$ cat src/rtl/sst_pkg.sv
package sst_pkg;
  localparam int NCAUSE   = 5;
  localparam int C_IGN    = 0;
  localparam int C_INTERP = 1;
  localparam int C_RESYNC = 2;
  localparam int C_SHORT  = 3;
  localparam int C_LONG   = 4;

  typedef enum logic {
    ST_SEARCH = 1'b0,
    ST_LOCKED = 1'b1
  } trk_state_e;

  typedef struct packed {
    logic              start;
    logic              interp;
    logic              shrt;
    logic              lng;
    logic [NCAUSE-1:0] ev;
    logic              restart;
    logic              advance;
    logic              lock;
  } decision_t;
endpackage

$ cat src/rtl/sst_win_clamp.sv
module sst_win_clamp #(
  parameter int SECTOR_LEN = 2352,
  parameter int MAX_WIN    = 16,
  parameter int WIN_W      = $clog2(MAX_WIN + 1),
  parameter int CNT_W      = $clog2(SECTOR_LEN + MAX_WIN + 1)
) (
  input  logic [WIN_W-1:0] cfg_long_win,
  output logic             win_zero,
  output logic [CNT_W-1:0] cap_pos
);
  localparam logic [WIN_W-1:0] MAXW = WIN_W'(MAX_WIN);
  localparam logic [CNT_W-1:0] LEN  = CNT_W'(SECTOR_LEN);

  logic [WIN_W-1:0] win_eff;

  always_comb begin
    win_eff  = (cfg_long_win > MAXW) ? MAXW : cfg_long_win;
    win_zero = (win_eff == '0);
    cap_pos  = LEN + CNT_W'(win_eff);
  end
endmodule

$ cat src/rtl/sst_pos_counter.sv
module sst_pos_counter #(
  parameter int CNT_W = 12
) (
  input  logic             clk,
  input  logic             rst,
  input  logic             restart,
  input  logic             advance,
  output logic [CNT_W-1:0] pos
);
  always_ff @(posedge clk) begin
    if (rst) begin
      pos <= '0;
    end else if (restart) begin
      pos <= CNT_W'(1);
    end else if (advance) begin
      pos <= pos + CNT_W'(1);
    end
  end
endmodule

$ cat src/rtl/sst_decide.sv
module sst_decide
  import sst_pkg::*;
#(
  parameter int SECTOR_LEN = 2352,
  parameter int CNT_W      = 12
) (
  input  logic             locked,
  input  logic             byte_vld,
  input  logic             sync_det,
  input  logic             cfg_resync,
  input  logic             win_zero,
  input  logic [CNT_W-1:0] pos,
  input  logic [CNT_W-1:0] cap_pos,
  output decision_t        dec
);
  localparam logic [CNT_W-1:0] LEN = CNT_W'(SECTOR_LEN);

  always_comb begin
    dec = '0;
    if (byte_vld) begin
      if (!locked) begin
        if (sync_det) begin
          dec.start   = 1'b1;
          dec.lock    = 1'b1;
          dec.restart = 1'b1;
        end
      end else if (pos < LEN) begin
        if (sync_det && cfg_resync) begin
          dec.start            = 1'b1;
          dec.restart          = 1'b1;
          dec.shrt             = 1'b1;
          dec.ev[C_RESYNC]     = 1'b1;
          dec.ev[C_SHORT]      = 1'b1;
        end else begin
          dec.advance          = 1'b1;
          dec.ev[C_IGN]        = sync_det;
        end
      end else if (pos == LEN) begin
        if (sync_det) begin
          dec.start   = 1'b1;
          dec.restart = 1'b1;
        end else if (!cfg_resync || win_zero) begin
          dec.start            = 1'b1;
          dec.interp           = 1'b1;
          dec.restart          = 1'b1;
          dec.ev[C_INTERP]     = 1'b1;
        end else begin
          dec.advance = 1'b1;
        end
      end else begin
        if (sync_det && cfg_resync) begin
          dec.start            = 1'b1;
          dec.restart          = 1'b1;
          dec.lng              = 1'b1;
          dec.ev[C_RESYNC]     = 1'b1;
          dec.ev[C_LONG]       = 1'b1;
        end else if (pos >= cap_pos) begin
          dec.start            = 1'b1;
          dec.interp           = 1'b1;
          dec.restart          = 1'b1;
          dec.lng              = 1'b1;
          dec.ev[C_INTERP]     = 1'b1;
          dec.ev[C_LONG]       = 1'b1;
          dec.ev[C_IGN]        = sync_det;
        end else begin
          dec.advance          = 1'b1;
          dec.ev[C_IGN]        = sync_det;
        end
      end
    end
  end
endmodule

$ cat src/rtl/sst_cause_reg.sv
module sst_cause_reg #(
  parameter int N = 5
) (
  input  logic         clk,
  input  logic         rst,
  input  logic [N-1:0] set,
  input  logic [N-1:0] ack,
  output logic [N-1:0] cause,
  output logic         irq
);
  logic [N-1:0] cause_nxt;

  always_comb begin
    cause_nxt = (cause & ~ack) | set;
  end

  always_ff @(posedge clk) begin
    if (rst) begin
      cause <= '0;
      irq   <= 1'b0;
    end else begin
      cause <= cause_nxt;
      irq   <= |cause_nxt;
    end
  end
endmodule

$ cat src/rtl/sst_tracker.sv
module sst_tracker
  import sst_pkg::*;
#(
  parameter int SECTOR_LEN = 2352,
  parameter int MAX_WIN    = 16,
  localparam int WIN_W     = $clog2(MAX_WIN + 1),
  localparam int CNT_W     = $clog2(SECTOR_LEN + MAX_WIN + 1)
) (
  input  logic              clk,
  input  logic              rst,
  input  logic              cfg_resync,
  input  logic [WIN_W-1:0]  cfg_long_win,
  input  logic              byte_vld,
  input  logic              sync_det,
  input  logic [NCAUSE-1:0] ack,
  output logic              sof,
  output logic              sof_interp,
  output logic              sec_short,
  output logic              sec_long,
  output logic [NCAUSE-1:0] cause,
  output logic              irq
);
  trk_state_e       state;
  decision_t        dec;
  logic [CNT_W-1:0] pos_cnt;
  logic [CNT_W-1:0] cap_pos;
  logic             win_zero;

  sst_win_clamp #(
    .SECTOR_LEN(SECTOR_LEN), .MAX_WIN(MAX_WIN), .WIN_W(WIN_W), .CNT_W(CNT_W)
  ) u_clamp (
    .cfg_long_win(cfg_long_win),
    .win_zero    (win_zero),
    .cap_pos     (cap_pos)
  );

  sst_decide #(.SECTOR_LEN(SECTOR_LEN), .CNT_W(CNT_W)) u_decide (
    .locked    (state == ST_LOCKED),
    .byte_vld  (byte_vld),
    .sync_det  (sync_det),
    .cfg_resync(cfg_resync),
    .win_zero  (win_zero),
    .pos       (pos_cnt),
    .cap_pos   (cap_pos),
    .dec       (dec)
  );

  sst_pos_counter #(.CNT_W(CNT_W)) u_cnt (
    .clk    (clk),
    .rst    (rst),
    .restart(dec.restart),
    .advance(dec.advance),
    .pos    (pos_cnt)
  );

  sst_cause_reg #(.N(NCAUSE)) u_cause (
    .clk  (clk),
    .rst  (rst),
    .set  (dec.ev),
    .ack  (ack),
    .cause(cause),
    .irq  (irq)
  );

  always_ff @(posedge clk) begin
    if (rst) begin
      state      <= ST_SEARCH;
      sof        <= 1'b0;
      sof_interp <= 1'b0;
      sec_short  <= 1'b0;
      sec_long   <= 1'b0;
    end else begin
      if (dec.lock) state <= ST_LOCKED;
      sof        <= dec.start;
      sof_interp <= dec.interp;
      if (dec.start) begin
        sec_short <= dec.shrt;
        sec_long  <= dec.lng;
      end
    end
  end
endmodule

$ cat config.mk
export PLATFORM = sky130hd
export DESIGN_NAME = sst_tracker
export DESIGN_NICKNAME = d
export VERILOG_FILES = /design/src/rtl/sst_pkg.sv /design/src/rtl/sst_win_clamp.sv /design/src/rtl/sst_pos_counter.sv /design/src/rtl/sst_decide.sv /design/src/rtl/sst_cause_reg.sv /design/src/rtl/sst_tracker.sv
export SDC_FILE = /design/constraint.sdc
export NUM_CORES = 1
export LEC_CHECK = 0
export ABC_AREA = 1
export BUFFER_PORTS_ARGS = -buffer_cell sky130_fd_sc_hd__buf_2
export CORE_ASPECT_RATIO = 0.6
export CORE_MARGIN = 3
export CORE_UTILIZATION = 52
export DETAILED_ROUTE_END_ITERATION = 16
export GPL_ROUTABILITY_DRIVEN = 0
export PLACE_DENSITY_LB_ADDON = 0.12
export SKIP_CTS_REPAIR_TIMING = 1
export SKIP_LAST_GASP = 1
export SYNTH_ARGS = -nofsm -noshare
export SYNTH_HDL_FRONTEND = slang
export SYNTH_SLANG_ARGS = --single-unit
$ cat constraint.sdc
create_clock -name clk -period 4.6 [get_ports clk]
set_input_delay 1.15 -clock clk [delete_from_list [all_inputs] [get_ports clk]]
set_output_delay 1.15 -clock clk [all_outputs]
set_load 0.02 [all_outputs]
==> flow_summary.toml, run 1 <==
[synth]
synthTopCellsByArea = "dfxtp_1, nand2_1, ha_1"
async_flop_share = 0
synth_area_leader_cell = "dfxtp_1"
synth-seq-cells = 23
synth_area_per_cell_um2 = 6.97
synthesis.area_mm2 = 0.00155
synth_top_area_share = 0.296
netlist_instances = 223
synthesis.nets = 247
ys_seq_area_frac = 0.296
yosys_warnings = 0
synth-edff-count = 0
synthDistinctLibCells = 28
ys.flop_type = "dfxtp_1"

[finish]
regArea_um2 = 460
area_growth_pct = 11.7
utilization = 0.652
final_common_cell = "nand2_1"
mostFrequentLayoutCells = "nand2_1, inv_1, buf_2"
multi_input_area_um2 = 928
nFillCells = 264
antenna_cells = 0
drive_gt1_frac = 0.224
nets = 270

[cts]
cts_tree = "built"
clk_pin_slew_worst_paths_ps = 90
h-tree-depth = 1
numCtsBuffers = 3
clk-insertion-delay-late_ps = 270
cts.sinks = 23
clock_path_buffers = 2
cts_root_buf = "clkbuf_8"

[worst_setup_path]
reg2reg_from = "u_cnt.pos[0]"
r2r_cells = 9
crit_end = "u_cnt.pos[10]"
slowest_stage = "ha_1"
worstSetupPathType = "in2reg"
rr_endpoint = "u_cnt.pos[0]"
cp_data_required_time_ps = 4800
cp-startpoint = "cfg_long_win[2]"
cpPeakStageDelay_ps = 240
path_max_fanout = 13
worstPathArrival_ps = 3020
endpoint_kind = "register"
startpoint_type = "input pin"
cp_common_cell = "nand2_1"
crit_chain = "buf_2 > nor2_1 > nand3_1 > a21oi_1 > ha_1 > nand2_1 > nand3_1 > nand2_1 > nand2_1 > nand2_1 > nand3_2 > nand2_4 > nand2_2 > nand2_4 > nand2_2 > a21oi_1"
ff2ff_setup_slack_ps = 2400

[global_routing]
grt_pass1_wl_um = 5720
grt_pass1_vias = 1209
grt_max_degree = 15
grt.overflow.total = 0
antenna_found_initial = 0
grt_use_total = 0.189

[timing]
post-route-min-period_ps = 2820
drv_slew = 0
post-route-period-util = 0.613
tightest_slew_ps = 402
tns_ps = 0
setup_viol = 0
hold_violations = 0
rsz0062_at_grt = "false"
relSlewSlack = 0.731
finClkSkew_ps = 5.09
fmax_mhz = 355

[die]
die_w_um = 76.6
start_util = 0.584
ios = 25
rows = 14
die_area_mm2 = 0.00370
die_h_um = 48.3
core_mm2 = 0.00266

[power_and_ir_drop]
power_leakage_nw = 0.803
powerDensity_mw_per_mm2 = 221
p_switching_mw = 0.104
pwr-share-seq = 0.532
combPwrFrac = 0.130
p_int_mw = 0.280
clkPwrFrac = 0.339
swShare = 0.271
report.power.total_mw = 0.384
peakVddDrop_uv = 142

[drt]
wire_per_inst_um = 12.2
dr_total_vias = 1443
drc_errors = 0
drt_iter0_drc = 77
postRouteAntennaNets = 0
drt_pre_antenna_iters = 4
via_per_inst = 5.06
routed_wl_um = 3470

[outcome]
status = "finished clean"

[job]
maxCapViolCount = 0

[place]
dp.final_hpwl_um = 2690
numPortBuffers = 24

[hold_path]
worstHoldPathType = "reg2reg"
==> flip-flops by register name (all words and copies together), names as in the netlist <==
signal,flops
sof,1
u_cause.irq,1
sec_short,1
sec_long,1
u_cause.cause,5
u_cnt.pos,12
sof_interp,1
state,1
==> synth_stat cells, types with 2 or more instances <==
| library cell | number |
|---|---|
| a21oi_1 | 7 |
| a21oi_2 | 10 |
| nand2_1 | 54 |
| nand3_1 | 12 |
| dfxtp_1 | 23 |
| xor2_1 | 9 |
| inv_1 | 30 |
| nand4_1 | 13 |
| inv_2 | 4 |
| nor3_1 | 4 |
| nand2_4 | 2 |
| ha_1 | 9 |
| o21ai_0 | 3 |
| nand2_2 | 5 |
| nand3_2 | 3 |
| nor2_1 | 21 |
| buf_2 | 3 |
==> how the worst min path moves through the flow <==
stage,startpoint,to,slack [ps],depth (start not counted)
floorplan,u_cnt.pos[10],u_cnt.pos[10],450,2
global placement,sec_short,sec_short,450,2
detailed placement,sec_short,sec_short,460,2
CTS,sec_short,sec_short,470,2
global route,sec_long,sec_long,510,2
finish,sec_short,sec_short,470,2
==> per-stage QoR <==
stage	cell area (um^2)	hold WS [ps]	cells	setup slack (ps)
after floorplan	1550	450	223	1930
after global placement	1690	448	281	1540
after detailed placement	1690	457	281	1500
after CTS	1740	471	285	1780
after global routing	1740	506	285	1600
final	1740	466	285	1780
==> per-layer routing <==
metal / routed length (um) / global-route usage / vias to the layer above
met5: 0 / 0 / -
met2: 1310 / 0.255 / 38
met4: 21 / 0.0361 / 0
met3: 234 / 0.0407 / 5
met1: 1900 / 0.302 / 641
li1: - / - / 759
==> power by group through the flow <==
stage	Clock, mW	Combinational [mW]	Sequential (mW)
3_3_place_gp	0	0.0489	0.209
5_1_grt	0.139	0.0561	0.205
3_5_place_dp	0	0.0497	0.209
2_1_floorplan	0	0.0339	0.210
6_report	0.130	0.0498	0.204
4_1_cts	0.133	0.0499	0.204
==> layout make-up <==
| cell class | count | share of cell area |
|---|---|---|
| Multi-Input combinational cell | 160 | 0.535 |
| Sequential cell | 23 | 0.265 |
| Inverter | 34 | 0.0735 |
| Timing Repair Buffer | 24 | 0.0692 |
| Tap cell | 40 | 0.0288 |
| Clock buffer | 3 | 0.0238 |
| Clock inverter | 1 | 0.00433 |
==> worst max-delay path: cells and delay by family <==
| kind | cells | cell delay (ps) |
|---|---|---|
| buffers and inverters | 1 | 100 |
| and+or+nand+nor | 12 | 1200 |
| AOI/OAI and AO/OA | 2 | 320 |
| adders and majority gates | 1 | 240 |
==> kinds of logic after synthesis <==
logic type      after synthesis  share of synthesized area
xor+xnor                     10                     0.0564
fa+ha+maj                     9                     0.0725
compound gates               25                      0.118
buf+inv                      40                      0.106
flops                        23                      0.296
simple gates                116                      0.350
Power figures use the tool's default switching activity.
==> run 2: changes to the inputs <==
--- a/config.mk
+++ b/config.mk
@@ -9,7 +9,7 @@
 export BUFFER_PORTS_ARGS = -buffer_cell sky130_fd_sc_hd__buf_2
 export CORE_ASPECT_RATIO = 0.6
 export CORE_MARGIN = 3
-export CORE_UTILIZATION = 52
+export CORE_UTILIZATION = 50
 export DETAILED_ROUTE_END_ITERATION = 16
 export GPL_ROUTABILITY_DRIVEN = 0
 export PLACE_DENSITY_LB_ADDON = 0.12
==> constraint.sdc (replaced) <==
create_clock -name clk -period 2.3 [get_ports clk]
set_input_delay 0.575 -clock clk [delete_from_list [all_inputs] [get_ports clk]]
set_output_delay 0.575 -clock clk [all_outputs]
set_load 0.02 [all_outputs]
==> flow_summary.toml, run 2 (synthesis gave the netlist of run 1 again) <==
[outcome]
status = "finished clean"

[worst_setup_path]
cpPeakStageDelay_ps = 240
slowest_stage = "ha_1"
crit_chain = "buf_2 > nor2_2 > nand3_1 > a21oi_1 > ha_1 > nand2_1 > nand3_1 > nand2_1 > nand2_1 > nand2_1 > nand3_2 > nand2_4 > buf_4 > nand4_1 > a21oi_2"
cp_data_required_time_ps = 2510
path_max_fanout = 11
startpoint_type = "input pin"
worstSetupPathType = "in2reg"
cp_common_cell = "nand2_1"
endpoint_kind = "register"
worstPathArrival_ps = 2340

[power_and_ir_drop]
powerDensity_mw_per_mm2 = 431
power_leakage_nw = 0.858
peakVddDrop_uv = 370

[timing]
tightest_slew_ps = 427
setup_viol = 0
post-route-period-util = 0.924
drv_slew = 0
hold_violations = 0
fmax_mhz = 470
post-route-min-period_ps = 2130
relSlewSlack = 0.715
finClkSkew_ps = 3.32

[finish]
fin_area_mm2 = 0.00183
top_regs = "u_cnt.pos (12), u_cause.cause (5)"
fin_cells = 296
final_common_cell = "nand2_1"
top_register = "u_cnt.pos"
mostFrequentLayoutCells = "nand2_1, inv_1, buf_2"
utilization = 0.675
drive_gt1_frac = 0.262
nFillCells = 215
largest_reg_flops = 12
nets = 281
area_growth_pct = 18.0
antenna_cells = 0

[drt]
drt_pre_antenna_iters = 4
drt_iter0_drc = 186
wire_per_inst_um = 13.2
dr_total_vias = 1532
postRouteAntennaNets = 0
drc_errors = 0
via_per_inst = 5.18
routed_wl_um = 3900

[global_routing]
grt_pass1_wl_um = 6440
grt_use_total = 0.211
grt.overflow.total = 0
antenna_found_initial = 0
grt_max_degree = 15
grt_pass1_vias = 1337

[die]
core_mm2 = 0.00272
die_w_um = 78.0
start_util = 0.572
rows = 14
ios = 25
die_area_mm2 = 0.00383
die_h_um = 49.2

[hold_path]
worstHoldPathType = "reg2reg"

[cts]
cts_root_buf = "clkbuf_8"
clock_path_buffers = 2
clk_pin_slew_worst_paths_ps = 80
h-tree-depth = 1
clk-insertion-delay-late_ps = 270
numCtsBuffers = 3
cts_tree = "built"
cts.sinks = 23

[place]
dpl_cell_area_mm2 = 0.00177
numPortBuffers = 24
dp.cells = 292
dp.final_hpwl_um = 3070

[job]
maxCapViolCount = 0
## run 2: changes by cell type in the layout (fill, tap and decap cells not counted)
cell / delta
nand3_4: +1
nand3_2: -1
buf_4: +11
nor2_2: +1
nand2_4: +1
nand2_2: -1
nor2_1: -1
## run 2: critical path, delay by kind of cell
kind / cells / cell delay [ps]
simple gates: 10 / 930
compound gates: 2 / 300
buf+inv: 2 / 290
fa+ha+maj: 1 / 240
## run 2: area by class of cell
class,instances,area [um^2],share of cell area
Multi-Input combinational cell,160,943,0.515
Inverter,34,128,0.0696
Tap cell,40,50.0,0.0273
Timing Repair Buffer,35,203,0.111
Clock buffer,3,41.3,0.0225
Clock inverter,1,7.51,0.00410
Sequential cell,23,460,0.251
## run 2: path summary, 6_finish.rpt
path	from	to	slack, ps	cells past startpoint
max	cfg_long_win[2]	u_cnt.pos[5]	170	15
min	sec_long	sec_long	460	2
max reg2reg	u_cnt.pos[0]	u_cnt.pos[0]	230	10
min reg2reg	sec_long	sec_long	460	2
## run 2: metrics by stage
step	total power, mW	setup WS, ps	hold slack (ps)	setup TNS (ps)
floorplan	0.488	207	450	0
global placement	0.535	-103	449	-942
detailed placement	0.535	-209	454	-2090
CTS	0.791	75.3	468	0
global route	0.827	-7.33	490	-12.4
finish	0.790	174	460	0
## run 2: layer usage
metal,GRT usage,vias up,share of wire
li1,-,785,-
met1,0.344,671,0.48
met2,0.271,74,0.39
met3,0.0480,2,0.13
met4,0.0349,0,0.0031
met5,0,-,0
## run 2: power by group
group          internal, mW  switching [mW]  total, mW
Sequential            0.404         0.00395      0.408
Combinational        0.0473          0.0763      0.124
Clock                 0.123           0.136      0.259
Total                 0.574           0.216      0.790
==> run 3: changes to the inputs <==
--- a/config.mk
+++ b/config.mk
@@ -9,7 +9,7 @@
 export BUFFER_PORTS_ARGS = -buffer_cell sky130_fd_sc_hd__buf_2
 export CORE_ASPECT_RATIO = 0.6
 export CORE_MARGIN = 3
-export CORE_UTILIZATION = 50
+export CORE_UTILIZATION = 25
 export DETAILED_ROUTE_END_ITERATION = 16
 export GPL_ROUTABILITY_DRIVEN = 0
 export PLACE_DENSITY_LB_ADDON = 0.12
==> flow_summary.toml, run 3 (synthesis gave the netlist of run 1 again) <==
[outcome]
status = "finished clean"

[drt]
routed_wl_um = 4180
drc_errors = 0
wire_per_inst_um = 12.3
drt_pre_antenna_iters = 4
postRouteAntennaNets = 0
drt_iter0_drc = 96
via_per_inst = 4.27
dr_total_vias = 1455

[finish]
nFillCells = 654
fin_cells = 341
final_common_cell = "nand2_1"
nets = 286
multi_input_area_um2 = 943
area_growth_pct = 23.6
antenna_cells = 0
largest_reg_flops = 12
top_register = "u_cnt.pos"
drive_gt1_frac = 0.276
mostFrequentLayoutCells = "nand2_1, inv_1, buf_2"
top_regs = "u_cnt.pos (12), u_cause.cause (5)"
regArea_um2 = 460

[power_and_ir_drop]
peakVddDrop_uv = 183
pwr-share-seq = 0.508
p_int_mw = 0.574
swShare = 0.287
p_switching_mw = 0.232
clkPwrFrac = 0.342
combPwrFrac = 0.150
powerDensity_mw_per_mm2 = 419
power_leakage_nw = 0.884

[cts]
numCtsBuffers = 3
cts_tree = "built"
clock_path_buffers = 2
clk_pin_slew_worst_paths_ps = 100
h-tree-depth = 1
clk-insertion-delay-late_ps = 280
cts_root_buf = "clkbuf_8"
cts.sinks = 23

[worst_setup_path]
ff2ff_setup_slack_ps = 260
cp_common_cell = "nand2_1"
critPathBufInv = 2
slowest_stage = "ha_1"
crit_family = "simple AND/OR/NAND/NOR gates"
crit_chain = "buf_2 > nor2_2 > nand3_1 > a21oi_1 > ha_1 > nand2_1 > nand3_1 > nand2_1 > nand2_1 > nand2_1 > nand3_2 > buf_4 > nand3_1 > o21ai_0 > nand2_1 > nand3_1"
cp_data_required_time_ps = 2460
worstSetupPathType = "in2reg"
startpoint_type = "input pin"
path_max_fanout = 2
cpPeakStageDelay_ps = 240
worstPathArrival_ps = 2250
endpoint_kind = "register"

[global_routing]
grt_pass1_vias = 1326
antenna_found_initial = 0
grt_pass1_wl_um = 6880
grt.overflow.total = 0
grt_max_degree = 15
grt_use_total = 0.123

[die]
start_util = 0.269
rows = 21
core_mm2 = 0.00578
die_w_um = 108
die_area_mm2 = 0.00723
ios = 25
die_h_um = 67.1

[timing]
finClkSkew_ps = 8.98
tightest_slew_ps = 319
post-route-min-period_ps = 2080
post-route-period-util = 0.906
drv_slew = 0
hold_violations = 0
rsz0062_at_grt = "false"
relSlewSlack = 0.787
setup_slack_ps = 216
setup_viol = 0
fmax_mhz = 480
tns_ps = 0

[hold_path]
worstHoldPathType = "reg2reg"

[place]
dp.cells = 337
dpl_worst_slack_ps = -215
numPortBuffers = 24
dp.final_hpwl_um = 3340

[job]
maxCapViolCount = 0
[run 3: worst register-to-register path, stage by stage (launching register included)]
cell and delay [ps]:
dfxtp_1 410, inv_1 170, ha_1 230, nor3b_1 140
nand3_2 140, inv_2 70, a21oi_4 310, nand3_4 230
o21bai_1 180, nor2_1 60
[run 3: metal layers]
metal | part of all wire | GRT usage | vias up
li1 | - | - | 793
met1 | 0.62 | 0.206 | 632
met2 | 0.33 | 0.152 | 30
met3 | 0.052 | 0.0329 | 0
met4 | 0 | 0.00945 | 0
met5 | 0 | 0 | -
[run 3: path summary, 6_finish.rpt]
check / start / endpoint / cells after the start
hold / removal: sec_long / sec_long / 2
setup / recovery: cfg_long_win[2] / u_cause.irq / 16
hold reg to reg: sec_long / sec_long / 2
setup reg to reg: u_cnt.pos[0] / u_cnt.pos[0] / 9
[run 3: layout make-up]
class,instances,area share
Timing Repair Buffer,40,0.125
Tap cell,80,0.0521
Sequential cell,23,0.240
Clock buffer,3,0.0215
Clock inverter,1,0.00391
Inverter,34,0.0664
Multi-Input combinational cell,160,0.491
[run 3: metrics by stage]
stage          utilization  total power [mW]  instance area (um^2)  hold WS, ps
3_3_place_gp         0.321             0.538                  1860          450
5_1_grt              0.332             0.841                  1920          482
3_5_place_dp         0.321             0.536                  1860          457
2_1_floorplan            -             0.488                  1550          450
4_1_cts              0.330             0.808                  1910          471
6_report             0.332             0.805                  1920          468
[run 3: power groups by stage]
| stage | Sequential, mW | Clock, mW | Combinational [mW] |
|---|---|---|---|
| final | 0.409 | 0.276 | 0.121 |
| after global routing | 0.410 | 0.294 | 0.136 |
| after CTS | 0.409 | 0.280 | 0.119 |
| after detailed placement | 0.418 | 0 | 0.118 |
| after global placement | 0.418 | 0 | 0.120 |
| after floorplan | 0.420 | 0 | 0.0679 |
